===== src/rtl/lat_pkg.sv =====
package lat_pkg;
  typedef struct packed {
    logic clean;
    logic reload;
    logic branch;
  } chk_res_t;
endpackage


===== src/rtl/lat_match.sv =====
module lat_match #(
  parameter int N = 16,
  parameter int W = 8
) (
  input  logic [W-1:0]        key_i,
  input  logic [N-1:0][W-1:0] keys_i,
  output logic [N-1:0]        hit_o
);
  for (genvar g = 0; g < N; g++) begin : g_cmp
    assign hit_o[g] = (keys_i[g] == key_i);
  end
endmodule


===== src/rtl/lat_slot_pick.sv =====
module lat_slot_pick #(
  parameter int N     = 16,
  parameter int IDX_W = 4
) (
  input  logic             clk,
  input  logic             rst,
  input  logic             take_i,
  input  logic [N-1:0]     valid_i,
  input  logic [N-1:0]     same_i,
  output logic [IDX_W-1:0] slot_o
);
  logic [IDX_W-1:0] rr_q, same_idx, free_idx;
  logic             any_same, any_free, evict;

  always_comb begin
    same_idx = '0;
    for (int i = 0; i < N; i++)
      if (same_i[i]) same_idx = IDX_W'(i);
    free_idx = '0;
    for (int i = N - 1; i >= 0; i--)
      if (!valid_i[i]) free_idx = IDX_W'(i);
  end

  assign any_same = |same_i;
  assign any_free = ~&valid_i;
  assign evict    = take_i && !any_same && !any_free;
  assign slot_o   = any_same ? same_idx : (any_free ? free_idx : rr_q);

  always_ff @(posedge clk) begin
    if (rst)
      rr_q <= '0;
    else if (evict)
      rr_q <= (rr_q == IDX_W'(N - 1)) ? '0 : rr_q + 1'b1;
  end

  // the round-robin pointer only moves on an eviction
  a_r10_rr_hold: assert property (@(posedge clk) disable iff (rst)
    !$past(take_i) |-> $stable(rr_q));
endmodule


===== src/rtl/load_alias_tracker.sv =====
module load_alias_tracker
  import lat_pkg::*;
#(
  parameter int ENTRIES  = 16,
  parameter int REG_W    = 7,
  parameter int ADDR_W   = 32,
  parameter int GRAN_LSB = 3
) (
  input  logic              clk,
  input  logic              rst,
  input  logic              alloc_valid,
  input  logic [REG_W-1:0]  alloc_reg,
  input  logic [ADDR_W-1:0] alloc_addr,
  input  logic              store_valid,
  input  logic [ADDR_W-1:0] store_addr,
  input  logic              chk_valid,
  input  logic [REG_W-1:0]  chk_reg,
  input  logic              chk_branch,
  output logic              res_valid,
  output logic              res_clean,
  output logic              res_reload,
  output logic              res_branch
);
  localparam int IDX_W = (ENTRIES > 1) ? $clog2(ENTRIES) : 1;
  localparam int GW    = ADDR_W - GRAN_LSB;

  logic [ENTRIES-1:0]            valid_q, valid_d;
  logic [ENTRIES-1:0][REG_W-1:0] tag_q;
  logic [ENTRIES-1:0][GW-1:0]    gran_q;
  logic [ENTRIES-1:0]            chk_raw, alloc_raw, store_raw;
  logic [ENTRIES-1:0]            chk_vec, alloc_same, store_vec;
  logic [IDX_W-1:0]              slot;
  logic                          chk_found;
  chk_res_t                      res_d;
  logic                          unused_low_bits;

  assign unused_low_bits = ^{alloc_addr[GRAN_LSB-1:0], store_addr[GRAN_LSB-1:0]};

  lat_match #(.N(ENTRIES), .W(REG_W)) i_chk_match (
    .key_i(chk_reg), .keys_i(tag_q), .hit_o(chk_raw));
  lat_match #(.N(ENTRIES), .W(REG_W)) i_alloc_match (
    .key_i(alloc_reg), .keys_i(tag_q), .hit_o(alloc_raw));
  lat_match #(.N(ENTRIES), .W(GW)) i_store_match (
    .key_i(store_addr[ADDR_W-1:GRAN_LSB]), .keys_i(gran_q), .hit_o(store_raw));

  assign chk_vec    = chk_raw & valid_q;
  assign alloc_same = alloc_raw & valid_q;
  assign store_vec  = store_raw & valid_q;
  assign chk_found  = |chk_vec;

  lat_slot_pick #(.N(ENTRIES), .IDX_W(IDX_W)) i_pick (
    .clk(clk), .rst(rst), .take_i(alloc_valid),
    .valid_i(valid_q), .same_i(alloc_same), .slot_o(slot));

  // per-cycle order: check, then store, then allocation
  always_comb begin
    valid_d = valid_q;
    if (chk_valid)   valid_d = valid_d & ~chk_vec;
    if (store_valid) valid_d = valid_d & ~store_vec;
    if (alloc_valid) valid_d[slot] = 1'b1;
  end

  always_ff @(posedge clk) begin
    if (rst) valid_q <= '0;
    else     valid_q <= valid_d;
  end

  // payload storage: written on allocation only, no reset needed
  always_ff @(posedge clk) begin
    if (alloc_valid) begin
      tag_q[slot]  <= alloc_reg;
      gran_q[slot] <= alloc_addr[ADDR_W-1:GRAN_LSB];
    end
  end

  always_comb begin
    res_d.clean  = chk_valid && chk_found;
    res_d.reload = chk_valid && !chk_found && !chk_branch;
    res_d.branch = chk_valid && !chk_found && chk_branch;
  end

  always_ff @(posedge clk) begin
    if (rst) begin
      res_valid  <= 1'b0;
      res_clean  <= 1'b0;
      res_reload <= 1'b0;
      res_branch <= 1'b0;
    end else begin
      res_valid  <= chk_valid;
      res_clean  <= res_d.clean;
      res_reload <= res_d.reload;
      res_branch <= res_d.branch;
    end
  end

  // nothing reported in the cycle following reset
  a_r1_quiet_after_reset: assert property (@(posedge clk) disable iff (rst)
    $past(rst) |-> !res_valid);
  // one-cycle latency of the result strobe
  a_r2_latency: assert property (@(posedge clk) disable iff (rst)
    chk_valid |=> res_valid);
  a_r2_no_spurious: assert property (@(posedge clk) disable iff (rst)
    !chk_valid |=> !(res_valid || res_clean || res_reload || res_branch));
  // exactly one outcome per result
  a_r2_one_outcome: assert property (@(posedge clk) disable iff (rst)
    res_valid |-> $onehot({res_clean, res_reload, res_branch}));
  // outcome form follows the form requested by the check
  a_r6_branch_form: assert property (@(posedge clk) disable iff (rst)
    res_branch |-> $past(chk_branch));
  a_r6_reload_form: assert property (@(posedge clk) disable iff (rst)
    res_reload |-> !$past(chk_branch));
  // a register never owns two valid entries
  a_r9_unique_owner: assert property (@(posedge clk) disable iff (rst)
    $onehot0(chk_vec));
endmodule


===== config.mk =====
export PLATFORM = sky130hd
export DESIGN_NAME = load_alias_tracker
export DESIGN_NICKNAME = d
export VERILOG_FILES = /design/src/rtl/lat_pkg.sv /design/src/rtl/lat_match.sv /design/src/rtl/lat_slot_pick.sv /design/src/rtl/load_alias_tracker.sv
export SDC_FILE = /design/constraint.sdc
export NUM_CORES = 1
export LEC_CHECK = 0
export ABC_CLOCK_PERIOD_IN_PS = 18700
export BUFFER_PORTS_ARGS = -buffer_cell sky130_fd_sc_hd__buf_2
export CORE_UTILIZATION = 67
export CTS_BUF_LIST = sky130_fd_sc_hd__clkbuf_16
export DETAILED_ROUTE_END_ITERATION = 12
export PLACE_DENSITY = 0.85
export SLEW_MARGIN = 20
export SYNTH_ARGS = -nofsm -noshare
export SYNTH_HDL_FRONTEND = slang
export SYNTH_SLANG_ARGS = --single-unit
export TNS_END_PERCENT = 100

===== constraint.sdc =====
create_clock -name clk -period 18.7 [get_ports clk]
set_clock_uncertainty 0.1 [all_clocks]
set_input_delay 3.74 -clock clk [delete_from_list [all_inputs] [get_ports clk]]
set_output_delay 3.74 -clock clk [all_outputs]
set_load 0.005 [all_outputs]

==> After elaboration in Yosys (flattened, before gate mapping) <==
Index checks and enable logic that the tools add are counted.
{ "classes": {"add_sub_neg": 1, "magnitude_cmp": 2, "eq_ne": 49, "mux": 45, "bitwise": 8, "n_reduce_logical": 13} }
{ "ops": {"columns": ["operator", "count"], "rows": [
  ["$bwmux W464", 1],
  ["$eq A29 B29 Y1", 16],
  ["$eq A7 B7 Y1", 32],
  ["$mux W4", 33],
  ["$demux W29 S4", 1],
  ["$bwmux W112", 1],
  ["$and A16 B16 Y16", 5],
  ["$mux W16", 3],
  ["$not A16 Y16", 2],
  ["$reduce_or A16 Y1", 2],
  ["$mux W29", 1],
  ["$demux W7 S4", 1],
  ["$or A16 B16 Y16", 1],
  ["$reduce_and A16 Y1", 1],
  ["$logic_and A1 B1 Y1", 7],
  ["$mux W7", 1],
  ["$lt A4 B5 Y1 const B", 1],
  ["$add A4 B1 Y4 const B", 1],
  ["$demux W1 S4", 1],
  ["$eq A4 B4 Y1 const B", 1],
  ["$ge A4 B1 Y1 const B", 1],
  ["$logic_not A1 Y1", 3],
  ["$mux W1", 2]
]} }
{ "word_totals": {"ff_bits": 600, "inputBits": 84, "output_inout_bits": 4, "wordCells": 156} }

==> Logic depth before layout (Yosys ltp) <==
Gate-level depths: netlist (run 1).
{ "depth": {"ltp_word": 24, "ltp_mapped": 11, "depth_no_buf": 8} }

==> Modules after synthesis <==
Synthesis (run 1) repeated with hierarchy kept, for this count alone.
{ "unflattened": {"hier_cells": 1782, "hier_area_um2": 27447.6} }
{ "by_module_without_submodules": {"columns": ["mod", "instances", "cells_per_inst", "area_per_inst_um2", "seq_area_each_um2"], "rows": [
  ["load_alias_tracker", 1, 703, 18366.4, 17697.0],
  ["lat_match at i_store_match", 1, 682, 5589.1, 0.0],
  ["lat_match at i_alloc_match ...", 2, 158, 1452.6, 0.0],
  ["lat_slot_pick", 1, 81, 586.8, 80.1]
]} }

==> Worst setup path after synthesis (run 1) <==
No wires, ideal clock.
{ "synth_path": {"kind": "in2reg", "from": "input port alloc_reg[2]", "to": "register gran_q[232] (netlist name), enable pin", "setup_ns": 0.474, "arrival_time_ns": 8.000, "t_required_ns": 18.126, "setup_slack_ns": 10.126, "path_stages": 11, "n_path_buf": 3, "path_cell_list": "buf_4 -> buf_8 -> xnor2_1 -> nand4_1 -> nor2_1 -> nor4_2 -> nand4_2 -> o32ai_1 -> a31oi_2 -> buf_6 -> nor3_1"} }
{ "synth_rtl": {"columns": ["element", "line", "rtl"], "rows": [
  ["start: declaration", "load_alias_tracker.sv:12", "input logic [REG_W-1:0] alloc_reg,"],
  ["end signal: indexed assignment", "load_alias_tracker.sv:72", "gran_q[slot] <= alloc_addr[ADDR_W-1:GRAN_LSB];"],
  ["end: declaration", "load_alias_tracker.sv:29", "logic [ENTRIES-1:0][GW-1:0] gran_q;"]
]} }

==> flow_summary.toml, run 1 <==
[routing]
routedWlPerCell_um = 29.48
drtIter0Drc = 1721
viasPerCell = 6.591
firstDrtPassIters = 5
postRouteAntennaNets = 0
drc = 0
route.vias.total = 15984
routed_wl_um = 71480

[critical_path]
cp_max_fo = 32
rrSetupSlack_ns = 14.74
start_kind = "primary input"
path_class = "primary input to flip-flop"
critPathCaptureType = "flip-flop"
worstPathArrival_ns = 7.58
rr_endpoint = "gran_q[154]"
r2r_cells = 9
cp.required_ns = 18.87
regToRegStartpoint = "tag_q[28]"

[floorplan]
fp-row-count = 72
die_h_um = 202.1
initial_core_util_pct = 68.59
ioPinCount = 88
die_w_um = 202.1
coreArea_sq_um = 39100
design.die.area_sq_um = 40830

[yosys]
yosys.area.top_type = "edfxtp_1"
async_flop_share_pct = 0
synth_compound_gate_area_share_pct = 1.824
ys_seq_area_share_pct = 66.29
yosys-top-cells-area = "edfxtp_1 (64%), xor2_1 (12%), xnor2_1 (11%), nand4_1 (2.4%), nor4_1 (2.4%)"
synthCells = 1798
synth_enable_flop_cells = 576
synthFlopType = "edfxtp_1"
ys_ff_latch = 600
synth_top_family_by_area = "XOR/XNOR gates"
yosysTopAreaCellShare_pct = 64.50
syn_nets = 1883
syn_area_per_cell_sq_um = 14.91
synth_fa_ha_area_share_pct = 0.04666
synthSimpleGateAreaFrac_pct = 7.488
synth_cell_types = 52
yosys.area_share.xor_xnor_pct = 22.47
synth_warnings = 0
synthMuxAreaShare_pct = 0
synth_area_sq_um = 26820

[final_layout]
area_delta_synth_final_pct = 9.761
fill_cells = 2263
drive_above_1_share_pct = 10.65
nets = 1948
instances_no_fill = 2425

[cts]
path_clk_slew_ns = 0.06
clk_path_buf_depth = 3
clock_latency_ns = 0.63
ctsHoldBuffers = 0
cts_buffers = 57
tritoncts = "done"
cts_root_buf = "clkbuf_16"
htreeDepth = 2
cts_setup_buffers = 0
cts.repair.resized = 0
cts.sinks = 600

[grt]
grt_max_degree = 37
grt-ovfl-total = 0
grtUsageTotal_pct = 35.69
grt_antenna_before_repair = 3
grt_first_pass_wirelength_um = 103100
grt_pass1_vias = 16064

[timing]
fmax_ghz = 0.1350
tns_ns = 0
finalHoldViolCount = 0
post-route-min-period_ns = 7.409
slew-limit-headroom_pct = 20.79
tightest_slew_ns = 1.188
drv_slew = 0
fin_crit_sh_pct = 39.62
rsz0062_at_grt = "false"
setup_viol = 0

[status]
status = "finished, final reports clean"

[power_and_ir_drop]
leakagePower_uw = 0.009326
vdd_drop_max_mv = 0.1016
power.density_nw_per_um2 = 95.25

[hold_path]
min_path_cells = 2
hold_start = "i_pick.rr_q[1]"
hold_path_end = "i_pick.rr_q[1]"
hp-class = "flip-flop to flip-flop"

[run]
cap_violations = 0

[placed_design]
io_buffers = 81
dp_cells = 2322
hpwl_um = 40600
gp_congestion = 0.9246
## per-layer routing
layer / part of all wire, % / up-vias / GRT usage, %
li1: - / 6725 / -
met1: 34 / 7955 / 44.45
met2: 49 / 1046 / 59.97
met3: 11 / 254 / 6.417
met4: 5.1 / 4 / 18.67
met5: 0.038 / - / 0
## final cells by class
class / count / area (sq um) / area share [%]
flip-flops and latches: 600 / 17780 / 60.40
multi-input cells: 1090 / 8622 / 29.29
clock buffers: 58 / 1451 / 4.931
well taps: 518 / 648.1 / 2.202
repair buffers: 103 / 570.5 / 1.938
clock inverters: 44 / 321.6 / 1.092
inverters: 11 / 41.29 / 0.1403
diodes: 1 / 2.502 / 0.008502
## layout by cell type (no fill, tap or decap), types with 11 or more instances in the layout
cell type,n
clkbuf_16,58
buf_2,81
xor2_1,355
xnor2_1,333
edfxtp_1,576
nor3_2,16
inv_1,17
nand2_1,18
clkinv_1,22
nor4_1,100
nand3_1,17
buf_4,22
nand4_1,105
nand4b_1,11
dfxtp_1,24
o21ai_0,12
nor2_1,30
## worst max-delay path, cell delays in order
cell and delay (ns):
buf_2 0.73, xnor2_1 0.19, nand4_1 0.14, nor2_1 0.39
nor2_1 0.11, a211oi_1 0.34, o21ai_0 0.23, a31o_2 0.44
nor3_2 0.72, buf_4 0.51
## cell families (layout without fill, tap and decap cells)
| logic type | count (synthesis) | after routing |
|---|---|---|
| fa+ha+maj | 1 | 1 |
| buf+inv | 108 | 216 |
| simple gates | 333 | 333 |
| compound gates | 68 | 68 |
| flops | 600 | 600 |
| other cells | 0 | 1 |
| xor+xnor | 688 | 688 |
## worst max path at each step
stage | start | to | slack [ns] | cells after the start
after global routing | alloc_reg[6] | gran_q[164] | 11.13 | 10
after CTS | alloc_reg[6] | gran_q[164] | 11.35 | 10
after floorplan | alloc_reg[2] | gran_q[232] | 10.13 | 11
after detailed placement | alloc_reg[6] | gran_q[149] | 10.75 | 10
after global placement | alloc_reg[2] | gran_q[162] | 10.77 | 10
final | alloc_reg[6] | gran_q[154] | 11.29 | 10
## Yosys cell counts (2+ instances only)
library cell and number:
o32ai_1 4, and3_1 2, nor2b_1 4, nor4_1 101
nor4_2 3, or3_1 6, a211oi_1 2, nand3_1 17
a21o_1 2, nor2_1 30, a21oi_1 7, o21ai_0 12
a31oi_1 2, xnor2_1 333, clkbuf_1 68, o21ai_1 2
dfxtp_1 24, buf_4 7, o31ai_1 6, nand4b_1 11
nor3_1 21, edfxtp_1 576, a211o_1 6, nand4_1 105
a22oi_1 8, buf_1 12, a41oi_1 2, inv_1 11
or4_1 9, buf_6 8, nand2_1 18, xor2_1 355
o2111ai_1 3, o22ai_1 3
## power by group
part           internal (uW)  total [uW]  leakage (uW)  switching, uW
logic                   59.8         203       0.00305            144
registers               1490        1500       0.00540           8.20
clock network            615        1100      0.000881            487
## metrics by stage
stage	hold WS [ns]	cell area (sq um)	total power (uW)	util [%]	worst slack (ns)
final	0.4637	29430	2804	75.28	11.29
after global routing	0.5020	29430	2858	75.28	11.13
after CTS	0.4558	29430	2802	75.26	11.35
after detailed placement	0.4459	27650	1725	70.73	10.75
after global placement	0.4362	27650	1717	70.73	10.77
after floorplan	0.3951	26820	1645	-	10.13
## sequential cells by signal, summed over array words and instances, names as in the netlist
| name | count |
|---|---|
| res_valid | 1 |
| tag_q | 112 |
| gran_q | 464 |
| i_pick.rr_q | 4 |
| valid_q | 16 |
| res_reload | 1 |
| res_clean | 1 |
| res_branch | 1 |
Power figures use the tool's default switching activity.
==> inputs of run 2 (changes only) <==
ABC_CLOCK_PERIOD_IN_PS = 6200   (was 18700)
CORE_UTILIZATION = 56   (was 67)
PLACE_DENSITY = 0.76   (was 0.85)
clock period = 6.2 ns   (was 18.7 ns; I/O delays follow)
==> run 2 against run 1 <==
Effect of this change:
- largest power group unchanged
- utilization fell by 12 points
- die area rose by 19%
- clock-buffer cell count increased by 2
- routed wire length rose by 2.5%
- worst setup slack worse by 9.7 ns
- clock power rose to 3.1 times the previous value
- total power rose to 3.1 times the previous value
- via count decreased by 0.81%
- non-clock buffer count increased by 11
- sequential power grew to 3.0 times the previous value
- worst hold slack got worse by 0.014 ns
- combinational power grew to 3.0 times the previous value
- the run now ends with DRC left
==> flow_summary.toml, run 2 (synthesis gave the netlist of run 1 again) <==
[final_layout]
reg_top3 = "gran_q x464, tag_q x112, valid_q x16"
layout_common_cells = "edfxtp_1 (576), xor2_1 (355), xnor2_1 (333), nand4_1 (105), nor4_1 (101)"
instances_no_fill = 2525
layout_commonest_cell = "edfxtp_1"
largest_reg_flops = 464
final_util_pct = 63.53
nets = 1961
area_delta_synth_final_pct = 10.99
drive_above_1_share_pct = 11.00
antennaDiodeCount = 0
top_register = "gran_q"

[timing]
finalHoldViolCount = 0
hold_ws_ns = 0.4493
setup_viol = 0
slew-limit-headroom_pct = 30.50
worst_slack_ns = 1.542
tightest_slew_ns = 1.037
tns_ns = 0
rsz0062_at_grt = "false"
post-route-min-period_ns = 4.658
drv_slew = 0
fin_crit_sh_pct = 75.13
fmax_ghz = 0.2147

[cts]
clock_latency_ns = 0.64
cts.sinks = 600
cts_setup_buffers = 0
cts.repair.resized = 0
tritoncts = "done"
path_clk_slew_ns = 0.06
clk_path_buf_depth = 3
cts_buffers = 59
htreeDepth = 2
cts_root_buf = "clkbuf_16"
ctsHoldBuffers = 0

[grt]
grtUsageTotal_pct = 30.22
grt_antenna_before_repair = 3
grt_first_pass_wirelength_um = 105200
grt_pass1_vias = 15512
grt-ovfl-total = 0
grt_max_degree = 37

[critical_path]
rr_endpoint = "gran_q[301]"
worstPathArrival_ns = 4.87
regToRegStartpoint = "tag_q[28]"
critPathCaptureType = "flip-flop"
crit_path_end = "gran_q[301]"
r2r_cells = 9
path_class = "primary input to flip-flop"
rrSetupSlack_ns = 2.24
cp_max_fo = 30
cp.required_ns = 6.41
start_kind = "primary input"
cp-startpoint = "alloc_reg[6]"

[placed_design]
place_worst_setup_slack_ns = 0.9460
io_buffers = 81
dp_cells = 2422
hpwl_um = 42580
gp_congestion = 0.8943

[power_and_ir_drop]
p_seq_share_pct = 52.7
power_frac_clock_pct = 40.1
comb_power_share_pct = 7.2
vdd_drop_max_mv = 0.2512
p_switching_uw = 1944
switching_share_pct = 22.68
p_int_uw = 6629
leakagePower_uw = 0.009482
power.density_nw_per_um2 = 288.0

[floorplan]
coreArea_sq_um = 46850
fp-row-count = 79
die_h_um = 220.8
initial_core_util_pct = 57.24
ioPinCount = 88
die_w_um = 220.8
design.die.area_sq_um = 48770

[routing]
viasPerCell = 6.279
routed_wl_um = 73280
postRouteAntennaNets = 0
drc = 3
routedWlPerCell_um = 29.02
route.vias.total = 15855
firstDrtPassIters = 12
drtIter0Drc = 1779

[status]
violations = "DRC"
status = "finished, violations left"

[run]
cap_violations = 0

[hold_path]
hp-class = "flip-flop to flip-flop"
run 2: through the flow:
step                cell area (sq um)  total power (uW)
finish                          29760              8573
global route                    29760              8769
CTS                             29760              8593
detailed placement              27920              5214
global placement                27920              5196
floorplan                       26820              4960
run 2: area by class of cell:
class / count / area [sq um]
Fill cell: 3407 / 17090
Timing Repair Buffer: 114 / 728.2
Clock inverter: 43 / 341.6
Multi-Input combinational cell: 1090 / 8616
Tap cell: 607 / 759.5
Sequential cell: 600 / 17780
Clock buffer: 60 / 1501
Inverter: 11 / 41.29
run 2: metal layers:
layer	part of all wire, %	track usage [%]
met1	39	40.66
met3	9.4	4.329
met2	48	50.04
met4	3.6	11.71
met5	0.018	0
run 2: worst min path at each step:
| stage | from | to | slack [ns] | cells past startpoint |
|---|---|---|---|---|
| after floorplan | i_pick.rr_q[1] | i_pick.rr_q[1] | 0.40 | 2 |
| after global placement | i_pick.rr_q[1] | i_pick.rr_q[1] | 0.42 | 2 |
| after detailed placement | i_pick.rr_q[1] | i_pick.rr_q[1] | 0.43 | 2 |
| after CTS | i_pick.rr_q[1] | i_pick.rr_q[1] | 0.44 | 2 |
| after global routing | i_pick.rr_q[1] | i_pick.rr_q[1] | 0.45 | 2 |
| final | i_pick.rr_q[1] | i_pick.rr_q[1] | 0.45 | 2 |
run 2: worst max-delay path, stage by stage:
cell and delay, ns:
buf_2 0.62, xnor2_1 0.18, nand4_1 0.13, nor2_1 0.07, nor4_2 0.52, nand4_2 0.33, o32ai_1 0.28, a31oi_2 0.22
nor3_2 0.94, buf_12 0.29
run 2: power groups by stage:
stage          combinational, uW  sequential, uW  clock, uW
5_1_grt                      645            4520       3600
3_3_place_gp                 592            4600          0
4_1_cts                      613            4520       3460
6_report                     617            4520       3440
3_5_place_dp                 608            4610          0
2_1_floorplan                355            4600          0
==> inputs of run 3 (changes only) <==
ABC_AREA = 1   (was default)
ABC_CLOCK_PERIOD_IN_PS = 3700   (was 6200)
clock period = 3.7 ns   (was 6.2 ns; I/O delays follow)
==> run 3 against run 2 <==
Effect of this change:
- the run now ends clean
- via count up 22%
- clock-buffer cell count grew 1
- critical path depth is 1 higher
- utilization is 2.0 points higher
- synthesized cell count is 23% higher
- area after synthesis up 2.0%
- worst setup slack lost 1.0 ns
- sequential share of layout area down 3.1 points
- final area grew 5.6%
- first-iteration DRC count grew 47%
- register-to-register slack worse by 1.7 ns
- routed wire length is 11% higher
- largest cell class unchanged
==> flow_summary.toml, run 3 <==
[power_and_ir_drop]
vdd_drop_max_mv = 0.4459
p_switching_uw = 3332
comb_power_share_pct = 7.1
p_int_uw = 11290
power.density_nw_per_um2 = 465.4
power_frac_clock_pct = 41.3
leakagePower_uw = 0.01109
switching_share_pct = 22.78
p_seq_share_pct = 51.6
p_total_uw = 14620

[timing]
setup_viol = 0
tightest_slew_ns = 0.8345
post-route-min-period_ns = 3.180
drv_slew = 0
hold_ws_ns = 0.1956
slew-limit-headroom_pct = 44.30
fin_crit_sh_pct = 85.95
rsz0062_at_grt = "false"
tns_ns = 0
finalHoldViolCount = 0
fmax_ghz = 0.3145

[critical_path]
start_kind = "flip-flop"
slowest_delay_ns = 0.50
regToRegStartpoint = "valid_q[7]"
critPathCaptureType = "flip-flop"
crit_slowest_cell = "nor3_1"
r2r_cells = 11
worstPathArrival_ns = 3.40
cp_max_fo = 11
path_class = "flip-flop to flip-flop"
cp_cell_sequence = "inv_1, nor3_1, nand2_1, nor3_1, a21oi_1, nand3_1, nand3_1, nor2_1, nand4_1, clkinv_1, buf_4"
rr_endpoint = "tag_q[25]"
rrSetupSlack_ns = 0.52
cp.required_ns = 3.92

[placed_design]
io_buffers = 81
hpwl_um = 55540
gp_congestion = 0.9529

[cts]
cts_buffers = 60
cts.repair.resized = 0
cts_setup_buffers = 0
tritoncts = "done"
ctsHoldBuffers = 0
htreeDepth = 2
clock_latency_ns = 0.63
cts_root_buf = "clkbuf_16"
clk_path_buf_depth = 3
path_clk_slew_ns = 0.06
cts.sinks = 600

[floorplan]
die_h_um = 223.0
design.die.area_sq_um = 49730
fp-row-count = 80
coreArea_sq_um = 47950
ioPinCount = 88
initial_core_util_pct = 57.04
die_w_um = 223.0

[yosys]
synth_enable_flop_cells = 576
yosys.area.top_type = "edfxtp_1"
yosys-top-cells-area = "edfxtp_1 (63%), xor2_1 (7.5%), nand2_1 (4.0%), xnor2_1 (3.8%), o21ai_0 (2.0%)"
synth_cell_types = 60
synth_common_cells = "edfxtp_1 (576), nand2_1 (290), xor2_1 (235)"
yosysTopAreaCellShare_pct = 63.24
synth_area_sq_um = 27350
ys_ff_latch = 600
syn_nets = 2291
ys_seq_area_share_pct = 65.00
yosysMostFrequentCell = "edfxtp_1"
syn_area_per_cell_sq_um = 12.40
synth_warnings = 0
async_flop_share_pct = 0
synthFlopType = "edfxtp_1"
synthCells = 2206

[grt]
grt_max_degree = 37
grt_pass1_vias = 18800
grt-ovfl-total = 0
grt_first_pass_wirelength_um = 119700
grt_antenna_before_repair = 3
grtUsageTotal_pct = 33.21

[final_layout]
seq_area_sq_um = 17780
reg_top3 = "gran_q x464, tag_q x112, valid_q x16"
multi_input_area_sq_um = 8600
antennaDiodeCount = 0
largest_reg_flops = 464
top_register = "gran_q"
nets = 2476
layout_commonest_cell = "edfxtp_1"
fill_cells = 3430
drive_above_1_share_pct = 15.61
layout_common_cells = "edfxtp_1 (576), nand2_1 (290), xor2_1 (235), nor2_1 (130), xnor2_1 (118)"
area_delta_synth_final_pct = 14.88

[routing]
wl_met2_um = 37720
met3WireLength_um = 9406
drc = 0
viasPerCell = 6.341
postRouteAntennaNets = 0
drtIter0Drc = 2622
highest_layer = "met5"
firstDrtPassIters = 6
route.vias.total = 19377
routed_wl_um = 81690
wl_met1_um = 29610
routedWlPerCell_um = 26.73

[hold_path]
min_path_cells = 2
hold_start = "chk_branch"
hold_path_end = "res_reload"
hp-class = "primary input to flip-flop"

[status]
status = "finished, final reports clean"

[run]
cap_violations = 0
==> run 3: how the worst max path moves through the flow <==
| stage | startpoint | end | slack [ns] | cells after the start |
|---|---|---|---|---|
| 2_1_floorplan | alloc_reg[4] | gran_q[0] | 0.12 | 15 |
| 3_3_place_gp | alloc_reg[3] | gran_q[120] | 0.08 | 17 |
| 3_5_place_dp | alloc_reg[0] | gran_q[293] | 0.02 | 17 |
| 4_1_cts | valid_q[7] | tag_q[26] | 0.66 | 11 |
| 5_1_grt | valid_q[7] | tag_q[26] | 0.36 | 11 |
| 6_report | valid_q[7] | tag_q[25] | 0.52 | 11 |
==> run 3: cell families (layout without fill, tap and decap cells) <==
kind of cell             count (synthesis)  in the layout  synth area share (%)
AND/OR/NAND/NOR                        659            659                 11.07
flip-flops                             600            600                 65.00
AO/OA/AOI/OAI                          362            362                 9.022
XOR/XNOR                               353            353                 11.30
buffers and inverters                  231            466                 3.564
adder cells (fa/ha/maj)                  1              1               0.04574
==> run 3: cell type report <==
type	instances	area share [%]
well taps	615	2.449
multi-input cells	1375	27.37
repair buffers	227	5.933
clock inverters	51	1.294
inverters	127	1.517
clock buffers	61	4.858
flip-flops and latches	600	56.58
==> run 3: power by group through the flow <==
stage | sequential [uW] | combinational, uW | clock, uW
global route | 7550 | 1100 | 6310
floorplan | 7680 | 536 | 0
global placement | 7690 | 995 | 0
finish | 7550 | 1040 | 6030
CTS | 7550 | 1030 | 6060
detailed placement | 7690 | 1020 | 0
==> run 3: critical path: cells and delay by family, from the launching register on <==
kind                   cells  cell delay (ns)
AO/OA/AOI/OAI              1             0.16
AND/OR/NAND/NOR            7             1.69
buffers and inverters      3             0.48
flip-flops                 1             0.46
==> run 3: metal layers <==
layer	track usage (%)	vias to the layer above
met2	52.63	1359
met3	5.373	247
li1	-	8400
met4	18.69	4
met1	43.88	9367
met5	0	-
==> run 3: through the flow <==
stage                     cells  setup WS, ns  area, sq um  utilization, %
final                      3056        0.5199        31420           65.53
after global routing       3056        0.3564        31420           65.53
after CTS                  3056        0.6556        31420           65.53
after detailed placement   2944       0.02096        29490           61.50
after global placement     2944       0.08453        29490           61.50
after floorplan            2206        0.1212        27350               -
